$ cat src/rtl/bcd_pkg.sv
package bcd_pkg;

   // Five-state machine: idle, last bit 0/1 without a change, change seen
   typedef enum logic [2:0] {
      MS_IDLE = 3'd0,
      MS_GOT0 = 3'd1,
      MS_GOT1 = 3'd2,
      MS_RISE = 3'd3,
      MS_FALL = 3'd4
   } moore_st_e;

   localparam int unsigned MOORE_NSTATES = 5;
   localparam int unsigned MOORE_BINW    = $clog2(MOORE_NSTATES);

   // Three-state machine: idle, last bit was 0, last bit was 1
   typedef enum logic [1:0] {
      LS_IDLE  = 2'd0,
      LS_LAST0 = 2'd1,
      LS_LAST1 = 2'd2
   } mealy_st_e;

   localparam int unsigned ENC_BINARY = 0;
   localparam int unsigned ENC_ONEHOT = 1;

   // Symbolic successor of the five-state machine
   function automatic moore_st_e moore_succ(input moore_st_e s, input logic b);
      moore_st_e n;
      case (s)
         MS_IDLE: n = b ? MS_GOT1 : MS_GOT0;
         MS_GOT0: n = b ? MS_RISE : MS_GOT0;
         MS_GOT1: n = b ? MS_GOT1 : MS_FALL;
         MS_RISE: n = b ? MS_GOT1 : MS_FALL;
         MS_FALL: n = b ? MS_RISE : MS_GOT0;
         default: n = MS_IDLE;
      endcase
      return n;
   endfunction

endpackage

$ cat src/rtl/bcd_moore_fsm.sv
module bcd_moore_fsm
   import bcd_pkg::*;
#(
   parameter int unsigned ENC = ENC_BINARY
) (
   input  logic clk_i,
   input  logic srst_i,
   input  logic din_i,
   output logic flag_o
);

   moore_st_e cur_sym;
   moore_st_e nxt_sym;

   assign nxt_sym = moore_succ(cur_sym, din_i);

   generate
      if (ENC == ENC_ONEHOT) begin : g_onehot
         logic [MOORE_NSTATES-1:0] oh_q;
         logic [MOORE_NSTATES-1:0] oh_d;

         always_comb begin
            oh_d = '0;
            oh_d[nxt_sym] = 1'b1;
         end

         always_ff @(posedge clk_i) begin
            if (srst_i) begin
               oh_q <= MOORE_NSTATES'(1) << MS_IDLE;
            end else begin
               oh_q <= oh_d;
            end
         end

         always_comb begin
            cur_sym = MS_IDLE;
            for (int i = 0; i < MOORE_NSTATES; i++) begin
               if (oh_q[i]) cur_sym = moore_st_e'(3'(i));
            end
         end

         assign flag_o = oh_q[MS_RISE] | oh_q[MS_FALL];


         onehot_legal_chk: assert property (@(posedge clk_i) disable iff (srst_i)
            $countones(oh_q) == 1);
      end else begin : g_binary
         moore_st_e st_q;

         always_ff @(posedge clk_i) begin
            if (srst_i) begin
               st_q <= MS_IDLE;
            end else begin
               st_q <= nxt_sym;
            end
         end

         assign cur_sym = st_q;
         assign flag_o  = (st_q == MS_RISE) || (st_q == MS_FALL);
      end
   endgenerate

endmodule

$ cat src/rtl/bcd_mealy_fsm.sv
module bcd_mealy_fsm
   import bcd_pkg::*;
(
   input  logic clk_i,
   input  logic srst_i,
   input  logic din_i,
   output logic flag_o
);

   mealy_st_e st_q;
   mealy_st_e st_d;
   logic      raw_flag;

   always_comb begin
      case (st_q)
         LS_LAST0: begin st_d = din_i ? LS_LAST1 : LS_LAST0; raw_flag = din_i;  end
         LS_LAST1: begin st_d = din_i ? LS_LAST1 : LS_LAST0; raw_flag = !din_i; end
         default:  begin st_d = din_i ? LS_LAST1 : LS_LAST0; raw_flag = 1'b0;   end
      endcase
   end

   always_ff @(posedge clk_i) begin
      if (srst_i) begin
         st_q <= LS_IDLE;
      end else begin
         st_q <= st_d;
      end
   end

   // Gate so the flag is quiet during reset
   assign flag_o = raw_flag & ~srst_i;

   always_comb begin

      mealy_rst_quiet_chk: assert (!(srst_i && flag_o));
   end

endmodule

$ cat src/rtl/bit_change_detector.sv
module bit_change_detector
   import bcd_pkg::*;
#(
   parameter int unsigned MOORE_ENC = ENC_BINARY
) (
   input  logic clk_i,
   input  logic srst_i,
   input  logic din_i,
   output logic moore_o,
   output logic mealy_o
);

   generate
      if (MOORE_ENC > ENC_ONEHOT) begin : g_bad_enc
         $error("MOORE_ENC must be 0 (binary) or 1 (one-hot)");
      end
   endgenerate

   bcd_moore_fsm #(.ENC(MOORE_ENC)) moore_i (
      .clk_i  (clk_i),
      .srst_i (srst_i),
      .din_i  (din_i),
      .flag_o (moore_o)
   );

   bcd_mealy_fsm mealy_i (
      .clk_i  (clk_i),
      .srst_i (srst_i),
      .din_i  (din_i),
      .flag_o (mealy_o)
   );


   moore_lags_mealy_chk: assert property (@(posedge clk_i) disable iff (srst_i)
      moore_o == $past(mealy_o));


   moore_diff_chk: assert property (@(posedge clk_i) disable iff (srst_i)
      (moore_o && !$past(srst_i) && !$past(srst_i, 2)) |-> ($past(din_i) != $past(din_i, 2)));


   moore_after_rst_chk: assert property (@(posedge clk_i) disable iff (srst_i)
      $past(srst_i) |-> !moore_o);

endmodule

$ cat config.mk
export PLATFORM = sky130hd
export DESIGN_NAME = bit_change_detector
export DESIGN_NICKNAME = d
export VERILOG_FILES = /design/src/rtl/bcd_pkg.sv /design/src/rtl/bcd_moore_fsm.sv /design/src/rtl/bcd_mealy_fsm.sv /design/src/rtl/bit_change_detector.sv
export SDC_FILE = /design/constraint.sdc
export NUM_CORES = 1
export LEC_CHECK = 0
export BUFFER_PORTS_ARGS = -buffer_cell sky130_fd_sc_hd__buf_2
export CAP_MARGIN = 30
export CORE_AREA = 2 2 39 41
export DETAILED_ROUTE_END_ITERATION = 12
export DIE_AREA = 0 0 41 43
export GPL_TIMING_DRIVEN = 0
export PLACE_DENSITY = 0.3
export REMOVE_ABC_BUFFERS = 1
export SETUP_SLACK_MARGIN = 0.15
export SYNTH_ARGS = -nofsm -noshare
export SYNTH_HDL_FRONTEND = slang
export SYNTH_HIERARCHICAL = 1
export SYNTH_SLANG_ARGS = --single-unit
export TNS_END_PERCENT = 50
$ cat constraint.sdc
create_clock -name clk_i -period 0.85 [get_ports clk_i]
set_input_delay 0.1275 -clock clk_i [delete_from_list [all_inputs] [get_ports clk_i]]
set_output_delay 0.1275 -clock clk_i [all_outputs]
set_load 0.005 [all_outputs]
======== Word level (Yosys, flattened, before mapping) ========
Cells that the tools add are included.
operators by class
  bitwise gates (word level) .............. 2
  eq/ne operators ......................... 6
  muxes and demuxes ....................... 6
  reduce and logical (&&, ||, !) cells .... 5
operators by type and width
  operator                                                               count
  3-bit one-hot mux with 3 select lines                                  1
  3-bit by 2-bit equality test with 1-bit output, second input constant  2
  2-bit 2-to-1 mux                                                       3
  2-bit OR reduction                                                     2
  3-bit by 1-bit equality test with 1-bit output, second input constant  1
  3-bit equality test, second input constant                             1
  3-bit zero test                                                        1
  3-bit 2-to-1 mux                                                       1
  2-bit by 1-bit equality test with 1-bit output, second input constant  1
  2-bit equality test, second input constant                             1
  1-bit one-hot mux with 2 select lines                                  1
  1-bit AND                                                              1
  1-bit zero test                                                        1
  1-bit logical OR                                                       1
  1-bit inverter                                                         1
word-level totals
  logic and storage cells ................. 21
  flip-flop bits (word level) ............. 5

======== Logic depth before layout (Yosys ltp) ========
Gate-level depths: netlist (run 1).
  depth in word-level cells ............... 3
  mapped depth ............................ 2

======== Modules after synthesis ========
Netlist (run 1), hierarchy kept.
modules (own cells, without submodules)
  module         cells each  seq. area each (sq um)  instances  area each (sq um)
  bcd_moore_fsm  11          60.1                    1          117.6
  bcd_mealy_fsm  7           40.0                    1          71.3

======== Least setup slack after synthesis (run 1) ========
No wires, ideal clock.
  kind .................................... register to output
  start ................................... register mealy_i.st_q[1]
  end ..................................... output mealy_o
  cell stages (with the launch flop) ...... 3
  data required time ...................... 0.722 ns
  slack ................................... -0.064 ns
  data arrival time ....................... 0.786 ns
  cell sequence ........................... dfxtp_1 or3b_1 a21oi_1
on the way
  word-level cells in the longest chain between the ends .. 3
RTL lines
  element                                                                                line                       RTL
  start: declaration                                                                     bcd_mealy_fsm.sv:10        mealy_st_e st_q;
  start signal: assignment                                                               bcd_mealy_fsm.sv:26        st_q <= st_d;
  2-bit equality test or 2-bit by 1-bit equality test with 1-bit output (tied branches)  bcd_mealy_fsm.sv:15        case (st_q)
  1-bit one-hot mux with 2 select lines *                                                bcd_mealy_fsm.sv:15
  1-bit AND *                                                                            bcd_mealy_fsm.sv:31        assign flag_o = raw_flag & ~srst_i;
  end: declaration                                                                       bit_change_detector.sv:10  output logic mealy_o
Mark *: on every way between the ends. The rest lies on a longest branch, timed or not.

======== Final worst setup path (run 1) ========
Ends and elaborated chain as after synthesis.

==> results of run 1 <==
[metal layers]
metal	vias to the layer above	wire length, µm
met1	81	163
met2	5	167
met5	-	0
li1	85	-
met3	0	46
met4	0	0
[final cells by class]
| class | instances | area, µm² | share of cell area |
|---|---|---|---|
| sequential | 5 | 105 | 0.368 |
| multi-input combinational | 13 | 103 | 0.360 |
| timing repair buffer | 5 | 31.3 | 0.110 |
| clock buffer | 4 | 26.3 | 0.0921 |
| tap | 16 | 20.0 | 0.0702 |
[timing repair]
item / in CTS / in global routing
pin swaps: 2 / 0
gates cloned: 0 / 0
buffers inserted: 1 / 0
gates resized for setup: 7 / 2
setup endpoints to repair: 5 / 5
[synthesized netlist by cell type]
cell type	number	share of area
o21ai_0	2	0.053
nor4b_1	1	0.046
dfxtp_1	5	0.53
a21oi_1	1	0.026
or3b_1	2	0.093
a2111oi_1	1	0.053
nand3b_1	1	0.040
nor2_1	1	0.020
nor2b_1	1	0.033
nand2_1	1	0.020
and3b_1	1	0.046
nor3b_1	1	0.040
[report_power, final]
part	switching, mW	internal, mW
clock	0.0944	0.177
sequential	0.0116	0.251
combinational	0.0197	0.0244
[through the flow]
step | hold slack (ns) | worst slack, ns | instances | util
after floorplan | 0.194 | -0.0637 | 18 | -
after global placement | 0.361 | -0.197 | 38 | 0.165
after detailed placement | 0.365 | -0.222 | 38 | 0.165
after CTS | 0.124 | -0.434 | 43 | 0.204
after global routing | 0.131 | -0.474 | 43 | 0.206
final | 0.133 | -0.416 | 43 | 0.206
[logic make-up (layout without fill, tap and decap cells)]
group | count (synthesis) | after routing
buf+inv | 0 | 9
simple gates | 9 | 9
flops | 5 | 5
compound gates | 4 | 4
[worst max-delay path, delay by kind of cell, from the launching register on]
family / cells / cell delay (ns)
flip-flops: 1 / 0.31
AO/OA/AOI/OAI: 1 / 0.12
AND/OR/NAND/NOR: 1 / 0.35
buffers and inverters: 1 / 0.12
[sequential cells by signal (all words and copies together) (netlist names)]
name,flops
moore_i/cur_sym,3
mealy_i/st_q,2
[final timing paths]
path | startpoint | end | slack (ns) | cells past startpoint
min reg2reg | moore_i/cur_sym[1] | moore_i/cur_sym[0] | 0.46 | 1
max reg2reg | moore_i/cur_sym[2] | moore_i/cur_sym[0] | 0.04 | 2
max | mealy_i/st_q[1] | mealy_o | -0.42 | 3
min | srst_i | mealy_i/st_q[0] | 0.13 | 2
==> results.md, run 1 <==
* Starting Density at 0.137
* Avg Synthesized Cell Area at 10.5 µm²
* Antenna Violating Nets Remaining at 0
* Worst-path fanout max at 2
* Vias in the first global route at 147
* CTS tree: done
* Main combinational cell family by area after synthesis: simple AND/OR/NAND/NOR gates
* Bufs on Longest Clock Path at 2
* Seq/Total Area, Yosys at 0.530
* Vias at 171
* Most frequent cells in the layout: 4 x buf_2, 4 x dfxtp_2, 3 x clkbuf_4
* Pin count of the biggest net entering global routing at 8
* Core ar. at 1380 µm²
* Period Utilization, post-route at 1.49
* Placed Area at 229 µm²
* Max_cap viols at 0
* Final setup viols at 2
* CP Cell Sequence: or3b_1, a21oi_2, buf_2
* Post-synthesis adder-cell area fraction at 0
* Min Clock Period, post-route at 1.27 ns
* Max Slew Vio Count at 0
* DR DRC count at 0
* GR Overflow Total at 0
* Number of H-tree levels at 1
* Placer Congestion at 0.540
* Synth Area in XOR/XNOR at 0
* Peak VDD IR at 0.000963 V
* Slowest stage cell, crit path: or3b_1
* Die Y-Extent at 43 µm
* CTS Sinks at 5
* CTS buffer count at 3
* PnR worst setup slack at -0.416 ns
* Met3 GRT Util at 0.0942
* Slew @ Worst Pin at 0.246 ns
* Yosys warnings at 6
* Max frequency at 0.790 GHz
* Initial antenna violation count at 0
* FF+latch count, synth at 5
* Critical Path End Type: primary output
* Status: finished, violations left
* Critical Path Max Stage Delay at 0.35 ns
* Fin Setup TNS at -0.830 ns
* Number of top-level pins at 5
* Global-route wire length before repair at 607 µm
* Crit path launch type: flop
* FP Rows at 14
* Pwr/cell area at 2030 nW/µm²
* # diodes at 0
* Synth Area in Simple Gates at 0.338
* Leakage power at 0.110 nW
* M1 GR Usage at 0.0643
* Synth Instances at 18
* Multiplexer share of the synthesized area at 0
* Layout fillers at 152
* Tot GR Track Use at 0.0602
* Crit path kind: reg2out
* Hold_buf cts at 0
* Final instance area at 285 µm²
* Die width at 41 µm
* Initial DRC count at 1
* Hold Vio Cnt, Final at 0
* Met2 usage at 0.0594
* Final WL at 376 µm
* Wire per inst at 8.74 µm
* Fraction of layout cells with a size suffix above 1 at 0.556
* Syn Std Cell Area at 189 µm²
* Drt via density at 3.98
* Total Power at 578 µW
* Rel. slew slack at 0.836
* Nets at 31
* RSZ-0062 raised after global routing: yes
* Data required, critical path at 0.72 ns
* Clk root buf: clkbuf_4
* GRT busiest layer: met3
* Area Overhead vs Synth at 51.0%
* Port bufs at 4
* DIE AREA at 1760 µm²
* Clk Latency, worst-skew pair at 0.24 ns
* Violated checks: setup timing
* Clock transition at path regs at 0.04 ns
* Skew final at 0.00188 ns
* CP Data Arrival Time at 1.14 ns
* Drt first pass iters at 2
* Compound-cell area share of the yosys netlist at 0.132
* Worst min path class: in2reg
* Synth cell types at 12
No activity file was read; power rests on OpenSTA's default activity.
==> run 2, diff against run 1 <==
==> constraint.sdc (replaced) <==
create_clock -name clk_i -period 1.1 [get_ports clk_i]
set_input_delay 0.165 -clock clk_i [delete_from_list [all_inputs] [get_ports clk_i]]
set_output_delay 0.165 -clock clk_i [all_outputs]
set_load 0.005 [all_outputs]
==> results.md, run 2 (synthesis gave the netlist of run 1 again) <==
* Status: finished, violations left
* Violated checks: setup timing
* Max_cap viols at 0
* Worst min path class: in2reg
* Clk Latency, worst-skew pair at 0.24 ns
* CTS Sinks at 5
* Number of H-tree levels at 1
* Placer Congestion at 0.540
* Pwr/cell area at 1620 nW/µm²
* Die Y-Extent at 43 µm
* Pin count of the biggest net entering global routing at 8
* Drt first pass iters at 1
* Antenna Violating Nets Remaining at 0
* Critical Path End Type: primary output
* Placement Setup Slack at -0.0224 ns
* Max Slew Vio Count at 0
* Drt via density at 3.86
* Clock transition at path regs at 0.04 ns
* Nets at 31
* Fraction of layout cells with a size suffix above 1 at 0.481
* Initial DRC count at 0
* Skew final at 0.00202 ns
* Bufs on Longest Clock Path at 2
* Max frequency at 0.768 GHz
* Worst Reg2Reg Path Length in Cells at 3
* Post-layout util at 0.196
* Hold Path Depth at 2
* CP Data Arrival Time at 1.14 ns
* Crit path launch type: flop
* Vias at 166
* Largest register FFs at 3
* Initial antenna violation count at 0
* GR Overflow Total at 0
* Area Overhead vs Synth at 43.7%
* Core ar. at 1380 µm²
* Period Utilization, post-route at 1.18
* CTS buffer count at 3
* Final WL at 364 µm
* Tot GR Track Use at 0.0582
* Reg2Reg Setup Slack at 0.21 ns
* FP Rows at 14
* Most frequent cells in the layout: 4 x buf_2, 4 x dfxtp_2, 3 x clkbuf_4
* RSZ-0062 raised after global routing: yes
* Slew @ Worst Pin at 0.298 ns
* RR Endpoint: moore_i/cur_sym[0]
* Number of top-level pins at 5
* DIE AREA at 1760 µm²
* Worst-path fanout max at 2
* Clk root buf: clkbuf_4
* Die width at 41 µm
* Hold wc startpoint: srst_i
* PnR worst setup slack at -0.202 ns
* Min Clock Period, post-route at 1.30 ns
* Fin Setup TNS at -0.396 ns
* Worst Hold Path EP: mealy_i/st_q[0]
* Vias in the first global route at 138
* Port bufs at 4
* Wire per inst at 8.47 µm
* DR DRC count at 0
* Crit path kind: reg2out
* # diodes at 0
* Final setup viols at 2
* CTS tree: done
* Leakage power at 0.105 nW
* Rel. slew slack at 0.801
* Hold Vio Cnt, Final at 0
* Peak VDD IR at 0.000744 V
* Layout fillers at 153
* Total Power at 441 µW
* Starting Density at 0.137
* Global-route wire length before repair at 572 µm
* RR Startpoint: moore_i/cur_sym[2]
* Data required, critical path at 0.94 ns
-- run 2: cell counts in the layout (fill, tap and decap cells not counted) --
Identical to the previous run, type by type.
-- run 2: worst max path at each step --
stage,cells past startpoint,from,slack [ns],endpoint
2_1_floorplan,2,mealy_i/st_q[1],0.15,mealy_o
6_report,3,mealy_i/st_q[1],-0.20,mealy_o
5_1_grt,3,mealy_i/st_q[0],-0.26,mealy_o
3_5_place_dp,4,din_i,-0.02,mealy_o
4_1_cts,3,mealy_i/st_q[1],-0.22,mealy_o
3_3_place_gp,4,din_i,0.001,mealy_o
-- run 2: worst max-delay path, stage by stage (launching register included) --
cell and delay (ns):
dfxtp_2 0.31, or3b_1 0.35, a21oi_2 0.12, buf_2 0.12
-- run 2: report_power, final --
part | total, mW | internal [mW] | switching, mW
combinational | 0.0302 | 0.0163 | 0.0139
clock | 0.210 | 0.137 | 0.0730
sequential | 0.201 | 0.194 | 0.00719
total | 0.441 | 0.347 | 0.0940
-- run 2: area by class of cell --
| class | instances | area, µm² | area share |
|---|---|---|---|
| sequential | 5 | 105 | 0.387 |
| multi-input combinational | 13 | 92.6 | 0.341 |
| timing repair buffer | 5 | 27.5 | 0.101 |
| tap | 16 | 20.0 | 0.0737 |
| clock buffer | 4 | 26.3 | 0.0968 |
-- run 2: repair_timing --
action / in CTS / in global routing
pin swaps: 1 / 0
setup endpoints to repair: 2 / 3
resized for setup: 4 / 2
hold buffers: 0 / 0
buffers inserted: 1 / 0
-- run 2: metal layers --
layer,track usage,part of all wire
met5,0,0
met4,0.0200,0
met3,0.0942,0.13
met2,0.0594,0.43
met1,0.0579,0.44
-- run 2: stage by stage --
stage	area [µm²]	cells	hold WS [ns]
global route	272	43	0.162
global placement	229	38	0.399
detailed placement	229	38	0.402
finish	272	43	0.161
CTS	269	43	0.158
floorplan	189	18	0.232
